### src/rtl/ucode_ctrl_seq.sv
module ucode_ctrl_seq #(
  parameter int UPC_W = 4,
  parameter int OPC_W = 6,
  parameter int UW_W  = 32
) (
  input  logic             clk,
  input  logic             rst,
  input  logic [OPC_W-1:0] opcode,
  input  logic             alu_zero,
  output logic [UPC_W-1:0] upc,
  output logic [1:0]       pc_src,
  output logic [1:0]       alu_op,
  output logic [1:0]       alu_b_sel,
  output logic             alu_a_sel,
  output logic             reg_dst_sel,
  output logic             wdata_sel,
  output logic             reg_we,
  output logic             addr_sel,
  output logic             mem_we,
  output logic             mem_re,
  output logic             ir_we,
  output logic             pc_we
);

  localparam logic [OPC_W-1:0] OP_RTYPE = OPC_W'(6'h00);
  localparam logic [OPC_W-1:0] OP_JUMP  = OPC_W'(6'h02);
  localparam logic [OPC_W-1:0] OP_BEQ   = OPC_W'(6'h04);
  localparam logic [OPC_W-1:0] OP_LOAD  = OPC_W'(6'h23);
  localparam logic [OPC_W-1:0] OP_STORE = OPC_W'(6'h2b);

  localparam logic [1:0] SEQ_INC  = 2'b00;
  localparam logic [1:0] SEQ_HOME = 2'b01;
  localparam logic [1:0] SEQ_TBL1 = 2'b10;

  function automatic logic [UW_W-1:0] store_word(input logic [UPC_W-1:0] a);
    case (a)
      4'h0: store_word = 32'h0103_4000;
      4'h1: store_word = 32'h8300_0000;
      4'h2: store_word = 32'hc288_0000;
      4'h3: store_word = 32'h028a_0000;
      4'h4: store_word = 32'h42ba_0000;
      4'h5: store_word = 32'h428c_0000;
      4'h6: store_word = 32'h0880_0000;
      4'h7: store_word = 32'h48d0_0000;
      4'h8: store_word = 32'h0280_0000;
      4'h9: store_word = 32'h4290_0000;
      4'ha: store_word = 32'h5480_8000;
      4'hb: store_word = 32'h6000_4000;
      default: store_word = 32'h4000_0000;
    endcase
  endfunction

  logic [UW_W-1:0]  uw;
  logic [UPC_W-1:0] tbl1, tbl2, upc_nxt;

  assign uw = store_word(upc);

  always_comb begin
    case (opcode)
      OP_LOAD, OP_STORE: tbl1 = UPC_W'(4'h2);
      OP_RTYPE:          tbl1 = UPC_W'(4'h6);
      OP_BEQ:            tbl1 = UPC_W'(4'ha);
      OP_JUMP:           tbl1 = UPC_W'(4'hb);
      default:           tbl1 = UPC_W'(4'h8);
    endcase
  end

  always_comb begin
    case (opcode)
      OP_LOAD:  tbl2 = UPC_W'(4'h3);
      OP_STORE: tbl2 = UPC_W'(4'h5);
      default:  tbl2 = '0;
    endcase
  end

  always_comb begin
    case (uw[31:30])
      SEQ_INC:  upc_nxt = upc + UPC_W'(1);
      SEQ_HOME: upc_nxt = '0;
      SEQ_TBL1: upc_nxt = tbl1;
      default:  upc_nxt = tbl2;
    endcase
  end

  always_ff @(posedge clk) begin
    if (rst) upc <= '0;
    else     upc <= upc_nxt;
  end

  assign pc_src      = uw[29:28];
  assign alu_op      = uw[27:26];
  assign alu_b_sel   = uw[25:24];
  assign alu_a_sel   = uw[23];
  assign reg_dst_sel = uw[22];
  assign wdata_sel   = uw[21];
  assign reg_we      = uw[20];
  assign addr_sel    = uw[19];
  assign mem_we      = uw[18];
  assign mem_re      = uw[17];
  assign ir_we       = uw[16];
  assign pc_we       = uw[14] | (uw[15] & alu_zero);

endmodule

### config.mk
export PLATFORM = sky130hd
export DESIGN_NAME = ucode_ctrl_seq
export DESIGN_NICKNAME = d
export VERILOG_FILES = /design/src/rtl/ucode_ctrl_seq.sv
export SDC_FILE = /design/constraint.sdc
export NUM_CORES = 1
export LEC_CHECK = 0
export CAP_MARGIN = 20
export CORE_UTILIZATION = 35
export DETAILED_ROUTE_END_ITERATION = 7
export PLACE_DENSITY = 0.62
export SLEW_MARGIN = 15
export SYNTH_ARGS = -nofsm -noshare
export SYNTH_HDL_FRONTEND = slang
export SYNTH_SLANG_ARGS = --single-unit
### constraint.sdc
create_clock -name clk -period 3.2 [get_ports clk]
set_clock_uncertainty 0.15 [all_clocks]
set_input_delay 0.64 -clock clk [delete_from_list [all_inputs] [get_ports clk]]
set_output_delay 0.64 -clock clk [all_outputs]
set_load 0.01 [all_outputs]
## Word level (Yosys, flattened, before mapping)

Memories as Yosys holds them, arrays and structs flattened. A register that Yosys moved wholly into a read port is not among the register bits.
Cells that the tools add are included.

- $lt $le $gt $ge: 0
- Shift operators: 0
- Muxes and demuxes: 4
- Reduce and logical (&&, ||, !) cells: 3
- Div/mod/pow operators: 0
- Multiply operators: 0
- Bitwise gates (word level): 2
- Equality and inequality tests: 6
- $add $sub $neg: 1

Operators by type and width:

| operator | count |
|---|---|
| 4-bit case mux with 4 select lines | 1 |
| 6-bit equality test (second input constant) | 2 |
| 4-bit case mux with 3 select lines | 1 |
| 6-bit by 2-bit equality test with 1-bit output (second input constant) | 1 |
| 6-bit by 3-bit equality test with 1-bit output (second input constant) | 1 |
| 6-bit logical NOT | 1 |
| 3-bit case mux with 2 select lines | 1 |
| 4-bit by 1-bit adder with 4-bit output (second input constant) | 1 |
| 4-bit 2-to-1 mux | 1 |
| 2-bit by 1-bit equality test with 1-bit output (second input constant) | 1 |
| 2-bit equality test (second input constant) | 1 |
| 2-bit logical NOT | 1 |
| 2-bit OR reduction | 1 |
| 1-bit AND | 1 |
| 1-bit OR | 1 |

- Bits in writable memories: 0
- Latch bits: 0
- Bits in registers: 4
- Word-level logic and storage cells: 18
- Bits of input ports: 9
- Bits in read-only memories: 288
- Output and inout bits: 19
- Memories kept: 1

Memories:

| memory | depth | width | read ports | clocked after memory_dff | write ports | RTL line | text |
|---|---|---|---|---|---|---|---|
| (name not given) | 16 | 18 | 1 | 1 | 0 | 36 | `case (a)` |

## Longest topological paths before layout

- Depth in word-level cells: 5
- Gate-level depth with buffers: 8

## Worst setup path after synthesis

No wires, ideal clock.

- Kind: input to register
- Start point: input opcode[1]
- End point: register, netlist name uw[20]
- Data arrival time: 2.395 ns
- Stages: 6
- Path buffers: 0
- Slack: 0.585 ns
- Data required time: 2.980 ns
- Path through: nor3b_2 > and3_1 > o21ai_0 > ha_1 > or3_1 > a21oi_1

- Cells in the longest elaborated chain, start to end: 5

Ends and longest elaborated chain:

| what | RTL line | text |
|---|---|---|
| start: declaration | 8 | `input logic [OPC_W-1:0] opcode,` |
| 6-bit equality test | 59, 69 |  |
| 2-bit OR reduction | 59 | `case (opcode)` |
| 4-bit case mux with 4 select lines | 59 |  |
| 4-bit case mux with 3 select lines (*) | 77 | `case (uw[31:30])` |
| 4-bit 2-to-1 mux (no source line) (*) | n/a |  |

Mark *: on every way between the ends. The rest lies on a longest branch, timed or not.
A chain may end at the register's enable or synchronous reset.

## Worst setup path after layout

- Start point: input opcode[1]
- End point: register, netlist name uw[20]

- Cells in the longest elaborated chain, start to end: 5

Ends and longest elaborated chain:

| what | RTL line |
|---|---|
| 6-bit equality test | 59, 69 |
| 2-bit OR reduction | 59 |
| 4-bit case mux with 4 select lines | 59 |
| 4-bit case mux with 3 select lines (*) | 77 |
| 4-bit 2-to-1 mux (no source line) (*) | n/a |

Marks and branches as above.

==> run metrics <==
beginning of the worst hold path=upc[0]; TNS Setup=0 ns; final setup violating endpoints=0; DIE AREA=about 3200 sq um; Startpoint Class=primary input; total power=~1 mW; Overflow after GRT=0; CTS Buffer Depth=2; Initial Utilization=0.3738; CP Cell Sequence=clkdlybuf4s50_1 > nor3b_2 > and3_1 > o21ai_0 > ha_1 > or3_1 > a21oi_1; Worst Setup End Kind=flip-flop; Buf/Inv on CP=1; Synth Register Bits=20; clock sinks=20; Crit-path slowest cell=clkdlybuf4s50_1; static leakage=between 0.5 and 0.6 nW; dpl hpwl=~1600 um; largest net degree at the start of global routing=14; clk root buf=clkbuf_4; cell area power density=about 730 nW/um^2; Diodes inserted=0; Routability Congestion=just over 0.8; Max Slew Vio Count=0; NumNets Final=156; worst slew pin tran=between 0.5 and 0.6 ns; GR peak layer=met2; Core ar.=between 2000 and 3000 sq um; crit path DAT=2.75 ns; Worst EP required=about 3.3 ns; Synth async-reset ratio=0; Critical Path Sink=uw[20]; critical path's top delay family=simple AND/OR/NAND/NOR gates; I/O pins=28; register area share after synthesis=0.3819; initial antenna violation count=0; postcts setup bufs=0; final-report hold violation count=0; Clock Pin Slew Worst Setup and Hold Paths=0.11 ns; CTS Buf Count=3; Die H=approximately 57 um; GRT Util Overall=0.1418; Max VDD drop=~0.33 mV; YS warnings=0; Wirelength per Cell=around 13 um; fin crit share=0.8319; H-tree Lvls=1; Core Rows=19; fin crit period=roughly 2.7 ns; worst reg2reg endpoint=uw[20]; stages on the worst setup path=7; CTS tree=yes; first-pass GRT wire length=between 3000 and 4000 um; Fmax achieved=375.7 MHz; Mapped Cells=109; clk_lat worst skew=about 0.3 ns; vias in the first global route=810; post-route ant nets=0; Post-synth EDFFs=0; worst r2r src=upc[0]; Buffers on Ports=27; most common cell after layout, fill and taps aside=clkdlybuf4s50_1; failing checks=design-rule violations; Filler cells=roughly 290; Mapped Area=1049 sq um; M3 GR Usage=0.04147; RSZ-0062 raised after global routing=false; max-cap violation count=0; Max-slew headroom=0.6549; routing usage on met2=0.2347; slowest cell delay on critical path=roughly 0.48 ns; top-area cell type share of the netlist area=0.3819; status=finished, violations left; # resized after CTS=0; DRT Pass-1 Iters=6; FF-to-FF path depth=7; routing usage on met1=0.1862; Synth cell types=40; R2R Setup Slk=approximately 0.97 ns; worst hold path class=flip-flop to flip-flop; largest cells by area after synthesis=dfxtp_1 38%, ha_1 14%, buf_4 4.3%, and3_1 3.0%, nor3_1 2.9%; Area Growth Syn to Fin=27.57%; Top FF cell, synth=dfxtp_1; Setup crit start=opcode[1]; share of cells above drive strength 1=0.08271; vias per inst=between 5 and 6; post-synth net total=130; detailed-route via count=about 840; mean area per synthesized cell=between 9 and 10 sq um; drt total wl=between 2000 and 2500 um; Post-CTS Hold Fix Bufs=0; CP Max Fanout=4; Die Wd=56.74 um; post-synth top area cell=dfxtp_1; Remaining DRCs=5; initial DRC count=20; Crit Path Class=primary input to flip-flop; most frequent cells in the layout=27 x clkdlybuf4s50_1, 20 x dfxtp_1, 12 x ha_1
[per-stage QoR]
| step | setup slack (ns) | utilization | std cells | hold slack, ns | cell area, sq um |
|---|---|---|---|---|---|
| 2_1_floorplan | 0.5847 | - | 109 | 0.5458 | 1049 |
| 3_3_place_gp | 0.2736 | 0.4688 | 161 | 0.6851 | 1315 |
| 3_5_place_dp | 0.2378 | 0.4688 | 161 | 0.7006 | 1315 |
| 4_1_cts | 0.5389 | 0.4768 | 164 | 0.7235 | 1338 |
| 5_1_grt | 0.3889 | 0.4768 | 164 | 0.7909 | 1338 |
| 6_report | 0.5380 | 0.4768 | 164 | 0.7161 | 1338 |
[synthesized netlist by cell type (2+ instances only)]
cell type and instances:
inv_1 7, o21ai_0 3, a21oi_1 5, or3_1 2
a21o_1 3, dfxtp_1 20, nand3_1 2, nor2_1 4
buf_4 6, ha_1 12, and3_1 5, nor3_1 6
nand2_1 3, nand2b_1 3, and2_1 3
[worst min-delay path, cell delays in order, from the launching register on]
cell and delay, ns:
dfxtp_1 0.39, or3_1 0.13, a21o_1 0.24, inv_1 0.06
[worst min-delay path by stage]
stage	to	slack, ns	cells past startpoint
2_1_floorplan	uw[21]	0.55	3
3_3_place_gp	upc[3]	0.69	3
3_5_place_dp	uw[21]	0.70	3
4_1_cts	upc[3]	0.72	3
5_1_grt	uw[25]	0.79	4
6_report	upc[0]	0.72	3
[cells by family after synthesis]
kind of cell	share of synthesized area
XOR/XNOR	0.01671
flip-flops	0.3819
buffers and inverters	0.08710
AO/OA/AOI/OAI	0.1205
AND/OR/NAND/NOR	0.2506
adder cells (fa/ha/maj)	0.1432
[state kept, by name, indices dropped and copies added, names as in the netlist]
| register | count |
|---|---|
| uw | 16 |
| upc | 4 |
[power by group]
| part | internal, mW | leakage [nW] | switching, mW |
|---|---|---|---|
| combinational | 0.258 | 0.419 | 0.234 |
| sequential | 0.325 | 0.165 | 0.0471 |
| clock | 0.0439 | 0.0138 | 0.0729 |
[layout make-up]
| cell class | count | area, sq um | area share |
|---|---|---|---|
| timing repair buffer | 30 | 292.8 | 0.2189 |
| sequential | 20 | 400.4 | 0.2993 |
| clock buffer | 3 | 22.52 | 0.01684 |
| inverter | 7 | 26.28 | 0.01964 |
| tap | 31 | 38.79 | 0.02900 |
| multi-input combinational | 73 | 556.8 | 0.4163 |
[per-layer routing]
| metal | routed length (um) | up-vias |
|---|---|---|
| li1 | - | 423 |
| met3 | 84 | 0 |
| met1 | 984 | 402 |
| met5 | 0 | - |
| met4 | 0 | 0 |
| met2 | 998 | 18 |
Note: power is estimated with default switching activity, not from simulation.
